$ cat src/rtl/tcount_sig.sv
module tcount_sig #(
  parameter int CNT_W = 8
) (
  input  logic             clk,
  input  logic             rst,
  input  logic             smp_en,
  input  logic             din,
  input  logic [CNT_W-1:0] exp_cnt,
  input  logic             done,
  output logic [CNT_W-1:0] count,
  output logic             pass,
  output logic             fail
);
  localparam logic [CNT_W-1:0] CNT_MAX = '1;

  logic             prev_q;
  logic             primed_q;
  logic             frozen_q;
  logic             pass_q;
  logic             fail_q;
  logic [CNT_W-1:0] cnt_q;

  wire take      = smp_en && !frozen_q;
  wire toggled   = primed_q && (din != prev_q);
  wire at_max    = (cnt_q == CNT_MAX);
  wire judge_now = done && !frozen_q;

  always_ff @(posedge clk) begin
    if (rst) begin
      prev_q   <= 1'b0;
      primed_q <= 1'b0;
      frozen_q <= 1'b0;
      pass_q   <= 1'b0;
      fail_q   <= 1'b0;
      cnt_q    <= '0;
    end else if (judge_now) begin
      frozen_q <= 1'b1;
      pass_q   <= (cnt_q == exp_cnt);
      fail_q   <= (cnt_q != exp_cnt);
    end else if (take) begin
      prev_q   <= din;
      primed_q <= 1'b1;
      if (toggled && !at_max)
        cnt_q <= cnt_q + 1'b1;
    end
  end

  assign count = cnt_q;
  assign pass  = pass_q;
  assign fail  = fail_q;


  a_r11_exclusive: assert property (@(posedge clk) disable iff (rst)
    !(pass_q && fail_q));

  // at most one step per edge
  a_r3_single_step: assert property (@(posedge clk) disable iff (rst)
    1'b1 |=> (cnt_q == $past(cnt_q)) || (cnt_q == $past(cnt_q) + 1'b1));


  a_r6_hold_when_idle: assert property (@(posedge clk) disable iff (rst)
    (!smp_en && !done) |=> $stable(cnt_q));


  a_r7_no_overflow: assert property (@(posedge clk) disable iff (rst)
    at_max |=> at_max);

  // verdict only arises from a done pulse
  a_r8_verdict_cause: assert property (@(posedge clk) disable iff (rst)
    $rose(pass_q || fail_q) |-> $past(done));


  a_r10_frozen: assert property (@(posedge clk) disable iff (rst)
    (pass_q || fail_q) |=> $stable(cnt_q) && $stable(pass_q) && $stable(fail_q));
endmodule

$ cat config.mk
export PLATFORM = sky130hd
export DESIGN_NAME = tcount_sig
export DESIGN_NICKNAME = d
export VERILOG_FILES = /design/src/rtl/tcount_sig.sv
export SDC_FILE = /design/constraint.sdc
export NUM_CORES = 1
export LEC_CHECK = 0
export ABC_AREA = 1
export BUFFER_PORTS_ARGS = -buffer_cell sky130_fd_sc_hd__buf_2
export CAP_MARGIN = 20
export CELL_PAD_IN_SITES_DETAIL_PLACEMENT = 1
export CELL_PAD_IN_SITES_GLOBAL_PLACEMENT = 1
export CORE_MARGIN = 1
export CORE_UTILIZATION = 36
export DETAILED_ROUTE_END_ITERATION = 6
export MAX_ROUTING_LAYER = met4
export PLACE_DENSITY = 0.88
export RECOVER_POWER = 50
export SLEW_MARGIN = 20
export SYNTH_ARGS = -nofsm -noshare
export SYNTH_HDL_FRONTEND = slang
export SYNTH_SLANG_ARGS = --single-unit
$ cat constraint.sdc
create_clock -name clk -period 2.04 [get_ports clk]
set_input_delay 0.102 -clock clk [delete_from_list [all_inputs] [get_ports clk]]
set_output_delay 0.102 -clock clk [all_outputs]
set_load 0.03 [all_outputs]
==> results of run 1 <==
final cells by class:
type	instances	share of cell area [%]
flip-flops and latches	13	29.2
repair buffers	22	11.2
inverters	12	5.06
multi-input cells	85	47.8
well taps	27	3.79
clock buffers	4	2.95
report_power, final:
group          switching [mW]  internal, mW  total, mW
Clock                  0.0829        0.0757      0.159
Sequential            0.00456         0.261      0.265
Combinational          0.0384        0.0240     0.0623
stage by stage:
step / worst slack [ps] / instance area [sq um]
2_1_floorplan: 568 / 743
3_3_place_gp: 770 / 875
3_5_place_dp: 706 / 875
4_1_cts: 692 / 901
5_1_grt: 561 / 891
6_report: 697 / 891
sequential cells by signal, summed over array words and instances, names as in the netlist:
signal,count
count,8
pass,1
prev_q,1
frozen_q,1
primed_q,1
fail,1
critical path: stages (launching register included):
cell and delay, ps:
dfxtp_1 400, ha_1 210, nand2_2 90, nor2_4 120, nand2_2 90, nand3_4 110, inv_2 60, a21oi_1 120
nor2_1 50
cell usage after synthesis, drive strengths merged:
master  count  area [sq um]
ha          1          12.5
inv        12          45.0
dfxtp      13           260
nand2      34           135
xnor2       5          43.8
nand3       4          32.5
nand4       1          6.26
o21ai       6          30.0
nor2       24           108
a21oi       8          40.0
xor2        2          17.5
buf         2          12.5
logic make-up (layout without fill, tap and decap cells):
kind of cell	after synthesis	count (layout)
AOI/OAI and AO/OA	14	14
xor gates and xnor gates	7	7
buffers and inverters	14	38
adders and majority gates	1	1
and+or+nand+nor	63	63
DFF	13	13
per-layer routing:
layer	global-route usage (%)	wire [um]	up-vias
li1	-	-	395
met1	22.9	800	361
met2	32.3	917	18
met3	2.26	71	2
met4	6.86	14	0
met5	-	0	-
path summary, 6_finish.rpt:
kind,slack [ps],start,to,cells past startpoint
hold / removal,60,rst,count[4],2
hold reg to reg,480,primed_q,primed_q,2
setup reg to reg,700,count[1],count[2],8
setup / recovery,700,count[1],count[2],8
==> impl_metrics.csv, run 1 <==
group,metric,value,unit
clocking,cts_tree,"built",
critical_path,worstSetupPathType,"reg -> reg",
synthesis,syn_avg_cell_area,6.64,sq um
synthesis,synthesis.nets,126,
finish,n_fill_cell,288,
placed_design,portBuffers,22,
detailed_routing,vias,776,
critical_path,start_kind,"flop",
power_and_ir_drop,peakVddDrop,0.265,mV
timing,max_slew_margin,74.6,%
synthesis,synthMuxAreaShare,0,%
critical_path,crit_path_max_fanout,8,
clocking,cts-resized-gates,0,
timing,tightest_slew,382,ps
global_route,antenna_found_initial,0,
power_and_ir_drop,p_per_area,546,nW/um^2
placed_design,dpl.hpwl,1510,um
finish,n_antenna_cell,0,
timing,rsz0062_at_grt,"no",
finish,final_cell_mix,"nand2_1 (31), nor2_1 (19), buf_2 (14)",
synthesis,synthSimpleGateAreaFrac,37.9,%
finish,multi_input_comb_area,425,sq um
critical_path,cp-end-kind,"flop",
timing,fin_worst_skew,4.43,ps
timing,finalSetupTns,0,ps
synthesis,syn_area,743,sq um
detailed_routing,drtPass1Iterations,4,
clocking,cts_buffers,3,
floorplan,start_util,38.3,%
floorplan,core,1940,sq um
global_route,grt_pass1_vias,670,
timing,holdWs,61.0,ps
run_status,outcome,"complete, no violations",
power_and_ir_drop,leakagePower,0.375,nW
global_route,grt.overflow.total,0,
global_route,grt_pass1_wl,2840,um
synthesis,yosysUniqueCellTypes,19,
clocking,hold_buffers,0,
detailed_routing,wl_per_cell,11.1,um
finish,instances_no_fill,163,
detailed_routing,final_antenna_net_count,0,
synthesis,yosysSeqAreaShare,35.0,%
timing,slew_viol_final,0,
floorplan,dieArea,2250,sq um
finish,syn_to_final_growth,19.9,%
clocking,cts_buffer_depth,2,
synthesis,synth_compound_area_share,9.43,%
clocking,cts.sinks,13,
timing,hold_viol,0,
detailed_routing,drt_iter0_markers,6,
synthesis,synthXorXnorAreaFrac,8.25,%
finish,layout.cells.most_common,"nand2_1",
global_route,grt_max_degree,9,
finish,regArea,260,sq um
run,maxCapViolCount,0,
critical_path,required,2210,ps
detailed_routing,vias_per_cell,4.76,
min_path,hold_class,"in -> reg",
clocking,cts-htree-levels,1,
synthesis,syn-instance-count,112,
global_route,grt_usage,19.0,%
timing,setup_viol,0,
finish,drive_gt1_share,21.3,%
clocking,postCtsSetupBuffers,0,
clocking,clk_pin_slew,80,ps
finish,final_util,45.9,%
finish,layout.nets,151,
critical_path,cp.arrival,1510,ps
floorplan,rows,16,
synthesis,ys_seq_elements,13,
floorplan,pin_count,23,
timing,post-route-period-util,65.9,%
power_and_ir_drop,fin_total_pwr,486,uW
floorplan,fp.dieH,47.4,um
synthesis,synth_warnings,0,
placed_design,routabilityCongestion,0.707,
clocking,clock_latency,270,ps
floorplan,die_w,47.4,um
timing,period_needed,1340,ps
clocking,clock-root-buffer,"clkbuf_4",
placed_design,place_inst,159,
timing,max_clock_freq,0.744,GHz
synthesis,synth_top_family_by_area,"simple AND/OR/NAND/NOR gates",
detailed_routing,drc,0,
synthesis,synth_fa_ha_area_share,1.68,%
detailed_routing,drt-total-wl,1800,um
No activity file was read; power rests on OpenSTA's default activity.
==> inputs of run 2 (changes only) <==
--- a/config.mk
+++ b/config.mk
@@ -5,16 +5,16 @@
 export SDC_FILE = /design/constraint.sdc
 export NUM_CORES = 1
 export LEC_CHECK = 0
-export ABC_AREA = 1
+export ABC_AREA = 0
 export BUFFER_PORTS_ARGS = -buffer_cell sky130_fd_sc_hd__buf_2
 export CAP_MARGIN = 20
 export CELL_PAD_IN_SITES_DETAIL_PLACEMENT = 1
 export CELL_PAD_IN_SITES_GLOBAL_PLACEMENT = 1
 export CORE_MARGIN = 1
-export CORE_UTILIZATION = 36
+export CORE_UTILIZATION = 35
 export DETAILED_ROUTE_END_ITERATION = 6
 export MAX_ROUTING_LAYER = met4
-export PLACE_DENSITY = 0.88
+export PLACE_DENSITY = 0.83
 export RECOVER_POWER = 50
 export SLEW_MARGIN = 20
 export SYNTH_ARGS = -nofsm -noshare
==> constraint.sdc (replaced) <==
create_clock -name clk -period 1.35 [get_ports clk]
set_input_delay 0.0675 -clock clk [delete_from_list [all_inputs] [get_ports clk]]
set_output_delay 0.0675 -clock clk [all_outputs]
set_load 0.03 [all_outputs]
==> impl_metrics.csv, run 2 <==
group,metric,value,unit
clocking,clk_pin_slew,80,ps
synthesis,ys_async_sr_fraction,0,%
min_path,worstHoldStart,"done",
finish,finish.instance_area,1120,sq um
global_route,grt_usage,26.0,%
synthesis,synthXorXnorAreaFrac,14.9,%
timing,rsz0062_at_grt,"yes",
critical_path,rr_endpoint,"count[3]",
synthesis,synth_area_leaders,"dfxtp_1 (37%), xor2_1 (11%), nor2_1 (6.5%)",
clocking,clock_latency,280,ps
placed_design,placed_area,997,sq um
critical_path,rr_worst_depth,7,
global_route,top_usage_layer,"met2",
synthesis,synth_most_common_cell,"dfxtp_1",
timing,hold_viol,0,
clocking,cts.sinks,13,
power_and_ir_drop,peakVddDrop,0.580,mV
synthesis,synthSimpleGateAreaFrac,24.4,%
floorplan,fp.dieH,46.6,um
critical_path,start_kind,"flop",
global_route,antenna_found_initial,0,
timing,max_slew_margin,75.7,%
timing,slew_viol_final,0,
floorplan,rows,15,
timing,setup_ws,-152,ps
placed_design,dpl.hpwl,1710,um
timing,period_needed,1500,ps
global_route,met3_usage,7.84,%
min_path,hold_class,"in -> reg",
floorplan,pin_count,23,
floorplan,core,1800,sq um
global_route,met1_usage,30.0,%
global_route,met2_usage,43.3,%
critical_path,worstSetupPathType,"reg -> reg",
detailed_routing,drc,0,
synthesis,ys_seq_elements,13,
synthesis,synth_compound_area_share,13.3,%
synthesis,synth_fa_ha_area_share,1.80,%
timing,setup_viol,7,
synthesis,yosys.area.top_type_share,37.3,%
critical_path,crit_path_max_fanout,4,
synthesis,yosysTopAreaCell,"dfxtp_1",
floorplan,dieArea,2170,sq um
synthesis,synthMuxAreaShare,6.10,%
min_path,worstHoldEndpoint,"frozen_q",
finish,syn_to_final_growth,60.7,%
clocking,cts-htree-levels,1,
floorplan,die_w,46.6,um
global_route,grt.overflow.total,0,
run_status,outcome,"finished with violations",
clocking,cts_tree,"built",
finish,regArea,277,sq um
synthesis,synth_flop_cell,"dfxtp_1",
finish,n_antenna_cell,0,
finish,drive_gt1_share,51.6,%
detailed_routing,drt-total-wl,2350,um
synthesis,synthesis.nets,90,
finish,multi_input_comb_area,492,sq um
timing,max_clock_freq,0.666,GHz
timing,tightest_slew,365,ps
synthesis,synth_top_family_by_area,"simple AND/OR/NAND/NOR gates",
finish,n_fill_cell,225,
synthesis,yosysUniqueCellTypes,31,
power_and_ir_drop,p_per_area,646,nW/um^2
synthesis,synth_edf_count,0,
timing,fin_worst_skew,4.38,ps
finish,layout.cells.most_common,"buf_4",
critical_path,required,1560,ps
global_route,grt_pass1_wl,3760,um
global_route,grt_pass1_vias,835,
critical_path,cp.arrival,1710,ps
power_and_ir_drop,fin_total_pwr,724,uW
detailed_routing,drtPass1Iterations,4,
clocking,clock-root-buffer,"clkbuf_4",
synthesis,syn_avg_cell_area,9.17,sq um
finish,layout.nets,139,
detailed_routing,drt_iter0_markers,13,
power_and_ir_drop,leakagePower,0.494,nW
timing,post-route-period-util,111,%
synthesis,synth_commonest_cells,"dfxtp_1 (13), nor2_1 (12), xor2_1 (9)",
detailed_routing,vias_per_cell,5.28,
min_path,worst_hold_path.num_cells,3,
synthesis,syn-instance-count,76,
power_and_ir_drop,pwr-share-comb,12.3,%
power_and_ir_drop,p_seq_share,54.2,%
critical_path,r2r_slack,-150,ps
synthesis,synth_warnings,0,
synthesis,yosysSeqAreaShare,37.3,%
detailed_routing,wl_per_cell,15.8,um
power_and_ir_drop,internal_power,543,uW
power_and_ir_drop,clkPwrFrac,33.5,%
placed_design,portBuffers,22,
run,maxCapViolCount,0,
clocking,hold_buffers,0,
global_route,grt_max_degree,16,
power_and_ir_drop,switchingPower,181,uW
floorplan,start_util,38.7,%
synthesis,syn_area,697,sq um
clocking,cts_buffers,3,
clocking,cts_buffer_depth,2,
critical_path,cp-end-kind,"flop",
finish,largest_reg_flops,8,
detailed_routing,vias,787,
power_and_ir_drop,switching_share,25.0,%
finish,final_cell_mix,"buf_4 (20), buf_2 (19), nor2_1 (12)",
run_status,failed_checks,"setup timing",
placed_design,routabilityCongestion,0.787,
detailed_routing,final_antenna_net_count,0,
critical_path,worstReg2RegStart,"count[0]",
==> run 2: changes by cell type in the layout (fill, tap and decap cells not counted), sizes merged, moves of 7 or more <==
cell / previous run / this run
a21oi: 8 / 1
buf: 14 / 41
inv: 12 / 3
nand2: 34 / 2
nor2: 24 / 12
xor2: 2 / 10
==> run 2: metrics by stage <==
step / setup TNS, ps / setup slack (ps) / cells / utilization (%) / hold WS, ps
4_1_cts: -698 / -141 / 149 / 61.5 / 43.1
3_5_place_dp: -795 / -192 / 140 / 55.3 / 325
6_report: -735 / -152 / 149 / 62.2 / 53.2
2_1_floorplan: -488 / -124 / 76 / - / 189
5_1_grt: -1510 / -243 / 149 / 62.2 / 60.0
3_3_place_gp: -270 / -104 / 140 / 55.3 / 308
==> run 2: layout make-up <==
cell class / instances / area share [%]
repair buffers: 45 / 25.3
multi-input cells: 59 / 43.9
flip-flops and latches: 13 / 24.7
well taps: 25 / 2.79
inverters: 3 / 1.01
clock buffers: 4 / 2.35
==> run 2: what timing repair did <==
| item | in CTS | in global routing |
|---|---|---|
| endpoints found under the hold margin | 0 | 0 |
| buffers inserted | 5 | 0 |
| resized for setup | 7 | 3 |
| pin swaps | 9 | 3 |
| setup endpoints to repair | 8 | 10 |
==> run 2: how the worst max path moves through the flow <==
stage	from	to	slack, ps	depth (start not counted)
after detailed placement	count[1]	count[1]	-190	5
after CTS	frozen_q	count[6]	-140	4
after global placement	frozen_q	count[5]	-100	4
after floorplan	frozen_q	count[5]	-120	4
final	count[0]	count[3]	-150	7
after global routing	count[0]	count[1]	-240	7
==> run 2: metal layers <==
metal  wire length [um]  up-vias
met4                 31        0
met5                  0        -
li1                   -      371
met1                982      380
met2               1180       30
met3                158        6
==> run 2: power groups by stage <==
stage	registers [mW]	clock network, mW	logic, mW
3_5_place_dp	0.401	0	0.0857
2_1_floorplan	0.407	0	0.0353
3_3_place_gp	0.401	0	0.0819
5_1_grt	0.393	0.267	0.0973
6_report	0.392	0.243	0.0888
4_1_cts	0.392	0.250	0.0880
==> run 2: critical path: stages, from the launching register on <==
cell,delay [ps]
dfxtp_4,370
ha_4,160
nand4_1,100
buf_4,130
o211ai_1,80
buf_4,160
or3_1,310
a21oi_1,130
==> run 2: logic make-up (layout without fill, tap and decap cells) <==
logic type                 count (synthesis)  in the layout
muxes                                      4              4
xor gates and xnor gates                  11             11
DFF                                       13             13
and+or+nand+nor                           32             32
buffers and inverters                      4             52
adders and majority gates                  1              1
AOI/OAI and AO/OA                         11             11
